$ cat src/rtl/adc_scan_pkg.sv
package adc_scan_pkg;
  // Width of the in-slot position counter: holds 0 .. SLOT_LEN+MSD_EXTRA-1.
  function automatic int cnt_w(input int slot_len, input int msd_extra);
    return $clog2(slot_len + msd_extra);
  endfunction

  // Width of the slot index: holds 0 .. NDIG-1.
  function automatic int slot_w(input int ndig);
    return $clog2(ndig);
  endfunction
endpackage

$ cat src/rtl/scan_timer.sv
module scan_timer #(
  parameter int NDIG      = 5,
  parameter int SLOT_LEN  = 200,
  parameter int MSD_EXTRA = 1,
  parameter int CW        = adc_scan_pkg::cnt_w(SLOT_LEN, MSD_EXTRA),
  parameter int SW        = adc_scan_pkg::slot_w(NDIG)
) (
  input  logic          clk,
  input  logic          rst,
  input  logic          restart,
  output logic [SW-1:0] slot_q,
  output logic [CW-1:0] cnt_q,
  output logic [SW-1:0] slot_n,
  output logic [CW-1:0] cnt_n
);
  localparam logic [CW-1:0] LAST_MSD  = CW'(SLOT_LEN + MSD_EXTRA - 1);
  localparam logic [CW-1:0] LAST_STD  = CW'(SLOT_LEN - 1);
  localparam logic [SW-1:0] LAST_SLOT = SW'(NDIG - 1);

  logic [CW-1:0] slot_end;

  always_comb begin
    slot_end = (slot_q == '0) ? LAST_MSD : LAST_STD;
    slot_n   = slot_q;
    cnt_n    = cnt_q + CW'(1);
    if (restart) begin
      slot_n = '0;
      cnt_n  = '0;
    end else if (cnt_q == slot_end) begin
      cnt_n  = '0;
      slot_n = (slot_q == LAST_SLOT) ? '0 : slot_q + SW'(1);
    end
  end

  always_ff @(posedge clk) begin
    if (rst) begin
      slot_q <= '0;
      cnt_q  <= '0;
    end else begin
      slot_q <= slot_n;
      cnt_q  <= cnt_n;
    end
  end
endmodule

$ cat src/rtl/strobe_gen.sv
module strobe_gen #(
  parameter int NDIG      = 5,
  parameter int STB_OFS   = 100,
  parameter int MSD_EXTRA = 1,
  parameter int CW        = 8,
  parameter int SW        = 3
) (
  input  logic          clk,
  input  logic          rst,
  input  logic          arm,
  input  logic [SW-1:0] slot_q,
  input  logic [CW-1:0] cnt_q,
  input  logic [SW-1:0] slot_n,
  input  logic [CW-1:0] cnt_n,
  output logic          strobe_n,
  output logic          final_fire
);
  localparam logic [CW-1:0] POS_MSD   = CW'(STB_OFS + MSD_EXTRA);
  localparam logic [CW-1:0] POS_STD   = CW'(STB_OFS);
  localparam logic [SW-1:0] LAST_SLOT = SW'(NDIG - 1);

  logic          armed_q, armed_n;
  logic [CW-1:0] pos_n;

  // Current state is the strobe clock of the last digit of an armed run.
  assign final_fire = armed_q && (slot_q == LAST_SLOT) && (cnt_q == POS_STD);

  always_comb begin
    armed_n = arm ? 1'b1 : (armed_q && !final_fire);
    pos_n   = (slot_n == '0) ? POS_MSD : POS_STD;
  end

  always_ff @(posedge clk) begin
    if (rst) begin
      armed_q  <= 1'b0;
      strobe_n <= 1'b1;
    end else begin
      armed_q  <= armed_n;
      strobe_n <= !(armed_n && (cnt_n == pos_n));
    end
  end
endmodule

$ cat src/rtl/digit_mux.sv
module digit_mux #(
  parameter int NDIG = 5,
  parameter int DW   = 4,
  parameter int SW   = 3
) (
  input  logic                   clk,
  input  logic                   rst,
  input  logic                   load,
  input  logic                   ms_i,
  input  logic [(NDIG-1)*DW-1:0] lo_i,
  input  logic                   ovr_i,
  input  logic                   blank_n,
  input  logic [SW-1:0]          slot_n,
  output logic [NDIG-1:0]        dig_o,
  output logic [DW-1:0]          bcd_o,
  output logic                   ovr_q
);
  localparam int              NSEL    = 1 << SW;
  localparam logic [NDIG-1:0] MSD_SEL = {1'b1, {(NDIG-1){1'b0}}};

  logic                   ms_q, ms_nx, ovr_nx;
  logic [(NDIG-1)*DW-1:0] lo_q, lo_nx;
  logic [DW-1:0]          pick [NSEL];
  logic [NDIG-1:0]        hot;

  assign ms_nx  = load ? ms_i  : ms_q;
  assign lo_nx  = load ? lo_i  : lo_q;
  assign ovr_nx = load ? ovr_i : ovr_q;

  for (genvar g = 0; g < NSEL; g++) begin : g_pick
    if (g == 0) begin : g_msd
      assign pick[g] = {{(DW-1){1'b0}}, ms_nx};
    end else if (g < NDIG) begin : g_low
      assign pick[g] = lo_nx[DW*(NDIG-1-g) +: DW];
    end else begin : g_none
      assign pick[g] = '0;
    end
  end

  for (genvar g = 0; g < NDIG; g++) begin : g_hot
    assign hot[NDIG-1-g] = (slot_n == SW'(g));
  end

  always_ff @(posedge clk) begin
    if (rst) begin
      ms_q  <= 1'b0;
      lo_q  <= '0;
      ovr_q <= 1'b0;
      dig_o <= MSD_SEL;
      bcd_o <= '0;
    end else begin
      ms_q  <= ms_nx;
      lo_q  <= lo_nx;
      ovr_q <= ovr_nx;
      dig_o <= blank_n ? '0 : hot;
      bcd_o <= ovr_nx ? '0 : pick[slot_n];
    end
  end
endmodule

$ cat src/rtl/adc_digit_scanner.sv
module adc_digit_scanner #(
  parameter int NDIG      = 5,
  parameter int DW        = 4,
  parameter int SLOT_LEN  = 200,
  parameter int STB_OFS   = 100,
  parameter int MSD_EXTRA = 1
) (
  input  logic                   clk,
  input  logic                   rst,
  input  logic                   conv_done_i,
  input  logic                   msd_i,
  input  logic [(NDIG-1)*DW-1:0] low_digits_i,
  input  logic                   over_i,
  input  logic                   refint_start_i,
  output logic [NDIG-1:0]        dig_sel_o,
  output logic [DW-1:0]          bcd_o,
  output logic                   strobe_n_o
);
  localparam int CW = adc_scan_pkg::cnt_w(SLOT_LEN, MSD_EXTRA);
  localparam int SW = adc_scan_pkg::slot_w(NDIG);

  logic [SW-1:0] slot_q, slot_n;
  logic [CW-1:0] cnt_q, cnt_n;
  logic          final_fire, ovr_q;
  logic          blank_q, blank_n;

  scan_timer #(
    .NDIG(NDIG), .SLOT_LEN(SLOT_LEN), .MSD_EXTRA(MSD_EXTRA), .CW(CW), .SW(SW)
  ) u_timer (
    .clk(clk), .rst(rst), .restart(conv_done_i),
    .slot_q(slot_q), .cnt_q(cnt_q), .slot_n(slot_n), .cnt_n(cnt_n)
  );

  strobe_gen #(
    .NDIG(NDIG), .STB_OFS(STB_OFS), .MSD_EXTRA(MSD_EXTRA), .CW(CW), .SW(SW)
  ) u_strobe (
    .clk(clk), .rst(rst), .arm(conv_done_i),
    .slot_q(slot_q), .cnt_q(cnt_q), .slot_n(slot_n), .cnt_n(cnt_n),
    .strobe_n(strobe_n_o), .final_fire(final_fire)
  );

  // Blanking: set after the last strobe of an overrange result,
  // cleared by the reference-integration start or a new result.
  always_comb begin
    if (conv_done_i || refint_start_i) blank_n = 1'b0;
    else                               blank_n = blank_q || (final_fire && ovr_q);
  end

  always_ff @(posedge clk) begin
    if (rst) blank_q <= 1'b0;
    else     blank_q <= blank_n;
  end

  digit_mux #(
    .NDIG(NDIG), .DW(DW), .SW(SW)
  ) u_mux (
    .clk(clk), .rst(rst), .load(conv_done_i),
    .ms_i(msd_i), .lo_i(low_digits_i), .ovr_i(over_i),
    .blank_n(blank_n), .slot_n(slot_n),
    .dig_o(dig_sel_o), .bcd_o(bcd_o), .ovr_q(ovr_q)
  );
endmodule

$ cat config.mk
export PLATFORM = sky130hd
export DESIGN_NAME = adc_digit_scanner
export DESIGN_NICKNAME = d
export VERILOG_FILES = /design/src/rtl/adc_scan_pkg.sv /design/src/rtl/scan_timer.sv /design/src/rtl/strobe_gen.sv /design/src/rtl/digit_mux.sv /design/src/rtl/adc_digit_scanner.sv
export SDC_FILE = /design/constraint.sdc
export NUM_CORES = 1
export LEC_CHECK = 0
export ABC_AREA = 1
export ABC_CLOCK_PERIOD_IN_PS = 4900
export BUFFER_PORTS_ARGS = -buffer_cell sky130_fd_sc_hd__buf_2
export CAP_MARGIN = 20
export CORE_UTILIZATION = 50
export CTS_BUF_LIST = sky130_fd_sc_hd__clkbuf_16
export DETAILED_ROUTE_END_ITERATION = 8
export HOLD_SLACK_MARGIN = 0.06
export PLACE_DENSITY = 0.78
export SLEW_MARGIN = 20
export SYNTH_ARGS = -nofsm -noshare
export SYNTH_HDL_FRONTEND = slang
export SYNTH_SLANG_ARGS = --single-unit
$ cat constraint.sdc
create_clock -name clk -period 4.9 [get_ports clk]
set_clock_uncertainty 0.2 [all_clocks]
set_input_delay 0.245 -clock clk [delete_from_list [all_inputs] [get_ports clk]]
set_output_delay 0.245 -clock clk [all_outputs]
set_load 0.02 [all_outputs]
# --- Word level (Yosys, flattened, before mapping) ---
# Index checks and enable logic that the tools add are counted.
word_totals:
  latch_bits: 0
  ramBits: 0
  regBits: 41
  word_cells: 52
  rom_bits: 0
  inputBits: 22
  out_inout_bits: 10
  n_memories: 0
op_classes:
  order_cmp: 1
  add_sub_neg: 2
  shift: 0
  n_eq_ne: 8
  bitwise: 1
  n_mul: 0
  n_mux: 16
  div: 0
  reduce_logical: 13
ops:
  columns: ["cell", "n"]
  rows:
  - ["$eq A8 B8 Y1", 2]
  - ["$mux W16", 1]
  - ["$mux W8", 2]
  - ["$bmux W4 S3", 1]
  - ["$mux W4", 3]
  - ["$mux W3", 3]
  - ["$add A8 B1 Y8 const B", 1]
  - ["$eq A8 B7 Y1 const B", 1]
  - ["$eq A3 B2 Y1 const B", 2]
  - ["$eq A3 B3 Y1 const B", 2]
  - ["$logic_not A3 Y1", 2]
  - ["$logic_and A1 B1 Y1", 5]
  - ["$mux W1", 5]
  - ["$mux W5", 1]
  - ["$ge A4 B4 Y1 const B", 1]
  - ["$not A3 Y4", 1]
  - ["$reduce_or A2 Y1", 2]
  - ["$add A3 B1 Y3 const B", 1]
  - ["$eq A3 B1 Y1 const B", 1]
  - ["$logic_not A1 Y1", 2]
  - ["$logic_or A1 B1 Y1", 2]

# --- Logic depth before layout (Yosys ltp) ---
depth:
  word_depth: 10
  depth_mapped: 16

# --- Modules after synthesis ---
# Synthesis repeated with hierarchy kept, for this count alone.
hier_totals:
  hier_cells: 296
  area_unflattened_um2: 2060.7
modules_own_cells:
  columns: ["mod", "cells_each", "area_each_um2", "instances", "seq_area_each_um2"]
  rows:
  - ["digit_mux", 151, 1137.3, 1, 540.5]
  - ["scan_timer", 93, 666.9, 1, 220.2]
  - ["strobe_gen", 44, 207.7, 1, 40.0]
  - ["adc_digit_scanner", 8, 48.8, 1, 20.0]

# --- Least setup slack after synthesis ---
# Ideal clock, no wire load.
synth_path:
  path_type: "register to register"
  startpoint: "register u_timer.slot_q[0]"
  endpoint: "register u_mux.bcd_o[0]"
  arrival_time_ps: 1596
  path_slack_ps: 2987
  setup_time_ps: 117
  stages_incl_launch_ff: 17
  t_required_ps: 4583
  path_cell_list: "dfxtp_1 -> inv_1 -> ha_1 -> inv_1 -> nor2_1 -> nand3_1 -> nand2_2 -> nand2_4 -> nand2_4 -> nand3_2 -> buf_6 -> nand2_1 -> nand2_1 -> nand2_1 -> nand2_1 -> nand2_1 -> a21oi_2"
synth_between:
  elab_chain_len: 9
  elab_cells_between_ends: 12
synth_rtl:
  columns: ["element", "line", "rtl"]
  rows:
  - ["start, declared", "scan_timer.sv:11", "output logic [SW-1:0] slot_q,"]
  - ["start signal, assigned", "scan_timer.sv:40", "slot_q <= slot_n;"]
  - ["$logic_not A3 Y1", "scan_timer.sv:23", "slot_end = (slot_q == '0) ? LAST_MSD : LAST_STD;"]
  - ["$mux W4", "scan_timer.sv:23", null]
  - ["$eq A8 B8 Y1", "scan_timer.sv:29", "end else if (cnt_q == slot_end) begin"]
  - ["$mux W3 *", "scan_timer.sv:29", null]
  - ["$mux W3 *", "scan_timer.sv:26", "if (restart) begin"]
  - ["$not A3 Y4 (implied by the code) *", "digit_mux.sv:56", "bcd_o <= ovr_nx ? '0 : pick[slot_n];"]
  - ["$bmux W4 S3 *", "digit_mux.sv:56", null]
  - ["$mux W4 (implied by the code) * (2 in series)", "digit_mux.sv:56", null]
  - ["end signal, assigned", "digit_mux.sv:56", null]
  - ["end, declared", "digit_mux.sv:15", "output logic [DW-1:0] bcd_o,"]
# Every way passes the cells marked *; elsewhere a longest branch is shown, timed or not. The select of a mux whose other input is x is not followed.
# A chain may end at the register's enable or synchronous reset.

# --- Final worst setup path ---
# Same ends and word-level chain as after synthesis.

==> parameters.txt <==
Parameter                              Value

Critical path
  Classification of the worst setup path    reg2reg
  Type of origin of the critical path    flip-flop
  Critical path endpoint category    flip-flop
  Peak fanout along the critical path    11
  Worst endpoint data arrival time    2.23 ns
  FF-to-FF path depth    12
  Required time of the critical path    4.92 ns

Status
  Run status    finished, final reports clean

Pwr
  Leak pwr    between 0.001 and 0.0015 uW
  IR Drop Worst-Case VDD    between 0.00015 and 0.0002 V
  Pwr/cell area    around 350 nW/um^2

Timing
  # setup viols final    0
  Slew Limit Headroom    between 50% and 60%
  Number of max-slew violations in the final report    0
  Total count of hold-check failures in the final report    0
  Transition time at the pin with the least slew margin    about 0.74 ns
  Tightest hold margin    around 0.083 ns
  Min cycle time layout    between 2 and 2.5 ns
  Unrepaired setup endpoints after global routing    no
  Setup_tns    0 ns
  Final period util    45.1%
  Highest clock rate    roughly 0.45 GHz

Logic synthesis
  Number of warnings printed during yosys synthesis    0
  Gate count of the mapped netlist    250
  Mapped Avg Cell Area    ~7.7 sq um
  Cell types with the highest counts after synthesis    41 x sky130_fd_sc_hd__dfxtp_1, 41 x sky130_fd_sc_hd__nor2_1, 34 x sky130_fd_sc_hd__nand2_1, 27 x sky130_fd_sc_hd__inv_1, 19 x sky130_fd_sc_hd__nand3_1
  Ranking of synthesized cells by area    sky130_fd_sc_hd__dfxtp_1 43%, sky130_fd_sc_hd__nor2_1 8.0%, sky130_fd_sc_hd__nand2_1 6.6%, sky130_fd_sc_hd__inv_1 5.3%, sky130_fd_sc_hd__nand3_1 4.9%
  Seq cells post-synth    just over 40
  Cell Area, Synth    1930 sq um
  Post-synth EDFFs    0
  Ys flop type    sky130_fd_sc_hd__dfxtp_1
  Fraction of synthesis flops using an asynchronous set or reset pin    0%
  Unique cell type count in the Yosys netlist    33
  Synth Net Count    between 200 and 300
  Portion of synthesized cell area occupied by the leading cell type    between 40% and 50%
  Post-synth top area cell    sky130_fd_sc_hd__dfxtp_1
  Share of the yosys chip area belonging to registers    42.5%

Clock tree
  Skew-Pair Late Insertion Delay    0.28 ns
  Maximum clock insertion buffer count    2
  Post-CTS resize count    0
  TritonCTS clock tree    built
  Clock transition at the register clock pins on the worst setup and hold paths after CTS    0.06 ns
  Post-CTS setup buffers    0
  Total clock buffers created by CTS    5
  Total number of H-tree levels    2
  Clock Tree Root    sky130_fd_sc_hd__clkbuf_16
  Total number of clock tree sinks    41

Floorplan
  Horiz. Die Dim    about 64 microns
  Initial core utilization    about 52%
  Area of the core region    around 3700 sq um
  DIE HEIGHT    64.1 microns
  Die ar.    4110 sq um
  # IOs    32
  Standard-cell rows    22

Run
  # Max-Cap Violations    0

Routing
  Number of iterations in the first detailed-routing pass    4
  Detailed-route vias per instance    4.98
  Wire length per cell after detailed routing    12.0 microns
  Drt initial violations    96
  Vias post-DR    1667
  Number of DRC violations after detailed routing    0
  Total wire length    around 4.0 mm
  Antenna Violating Nets Remaining    0

Final layout
  Fillcell total    ~330
  Area grow syn2layout    21.8%
  Ant diodes    0
  Layout cell share with drive strength beyond 1    between 20% and 30%
  Final layout net count    between 300 and 400

Placed design
  Routability-driven placement congestion ratio    ~0.82
  IO Port Bufs    31
  DPL Wire Length    roughly 2.7 mm

Global routing
  Combined global-route utilization of all metal layers    about 22%
  Number of global-route vias before repair    about 1600
  Number of antenna violations at the first check in global routing    0
  Remaining global-route overflow    0
  Largest net degree at the start of global routing    26
  Wire length of the first global-routing pass    around 7 mm

Worst hold path
  Cells on Worst Hold Path    3
  Path category of the worst min-delay check    in2reg
==> sequential cells by signal, summed over array words and instances (netlist names) <==
register and count:
u_mux.lo_q 16, u_timer.cnt_q 8, u_mux.dig_o 5, u_mux.bcd_o 4, u_timer.slot_q 3, blank_q 1, u_mux.ms_q 1, u_mux.ovr_q 1
u_strobe.armed_q 1, u_strobe.strobe_n 1
==> metal layers <==
metal | vias up | global-route usage (%) | wire, microns
li1 | 866 | - | -
met1 | 738 | 26.4 | 1910
met2 | 53 | 36.4 | 1810
met3 | 10 | 5.54 | 224
met4 | 0 | 10.3 | 85
met5 | - | 0 | 0
==> metrics by stage <==
stage,total power [uW],area [sq um],instances,utilization (%),setup slack (ns)
after global routing,852,2350,335,63.7,2.45
after detailed placement,410,2110,322,57.2,2.63
after CTS,833,2350,335,63.7,2.67
after global placement,409,2110,322,57.2,2.69
after floorplan,393,1930,250,-,2.99
final,826,2350,335,63.7,2.69
==> cells in the final DEF, fill, tap and decap left out, drive strengths merged <==
cell | Yosys | final
a21oi | 7 | 7
and3 | 1 | 1
buf | 4 | 31
bufinv | 0 | 2
clkbuf | 3 | 5
clkinv | 0 | 1
dfxtp | 41 | 41
dlygate4sd3 | 0 | 5
ha | 4 | 4
inv | 29 | 29
mux2i | 3 | 3
nand2 | 39 | 39
nand3 | 23 | 23
nand3b | 3 | 3
nand4 | 4 | 4
nor2 | 44 | 44
nor3 | 7 | 7
nor4 | 1 | 1
o211ai | 1 | 1
o21a | 2 | 2
o21ai | 15 | 15
o21bai | 1 | 1
or2 | 13 | 13
xnor2 | 2 | 2
xor2 | 3 | 3
==> worst paths after layout <==
| path | startpoint | end | slack [ns] |
|---|---|---|---|
| setup / recovery | u_timer.slot_q[0] | u_mux.bcd_o[0] | 2.69 |
| hold / removal | over_i | u_mux.ovr_q | 0.08 |
| setup reg to reg | u_timer.slot_q[0] | u_mux.bcd_o[0] | 2.69 |
| hold reg to reg | u_mux.lo_q[5] | u_mux.lo_q[5] | 0.29 |
==> power by group <==
part | total (uW) | leakage [uW] | switching (uW) | internal (uW)
Sequential | 350 | 0.000336 | 4.08 | 346
Clock | 420 | 0.0000938 | 129 | 291
Combinational | 56.9 | 0.000682 | 32.6 | 24.4
Total | 826 | 0.00111 | 166 | 661
==> critical path: stages (launching register included) <==
cell and delay [ns]:
sky130_fd_sc_hd__dfxtp_1 0.31, sky130_fd_sc_hd__inv_1 0.13, sky130_fd_sc_hd__ha_1 0.23, sky130_fd_sc_hd__inv_1 0.05, sky130_fd_sc_hd__nor2_1 0.08, sky130_fd_sc_hd__nand3_1 0.08
sky130_fd_sc_hd__nand2_2 0.14, sky130_fd_sc_hd__nand3_2 0.14, sky130_fd_sc_hd__nand3_2 0.23, sky130_fd_sc_hd__nand2_1 0.12, sky130_fd_sc_hd__nor2_2 0.18, sky130_fd_sc_hd__nand2_1 0.11
sky130_fd_sc_hd__a21oi_2 0.13
==> cells by family (layout without fill, tap and decap cells) <==
family,Yosys count,count (layout),share of synthesized area (%)
adders and majority gates,4,4,2.59
xor gates and xnor gates,5,5,2.27
and+or+nand+nor,135,135,35.4
buffers and inverters,36,73,7.46
AOI/OAI and AO/OA,26,26,8.17
muxes,3,3,1.56
DFF,41,41,42.5
==> layout make-up <==
| class | count | area, sq um | share of cell area [%] |
|---|---|---|---|
| clock buffer | 5 | 125 | 5.32 |
| clock inverter | 3 | 65.1 | 2.77 |
| inverter | 29 | 109 | 4.63 |
| multi-input combinational | 173 | 965 | 41.1 |
| sequential | 41 | 821 | 34.9 |
| tap | 48 | 60.1 | 2.56 |
| timing repair buffer | 36 | 205 | 8.73 |
==> timing repair <==
action,CTS,global route
hold buffers,5,0
endpoints found under the setup margin,0,0
endpoints found under the hold margin,5,0
(Power assumes the default switching activity.)
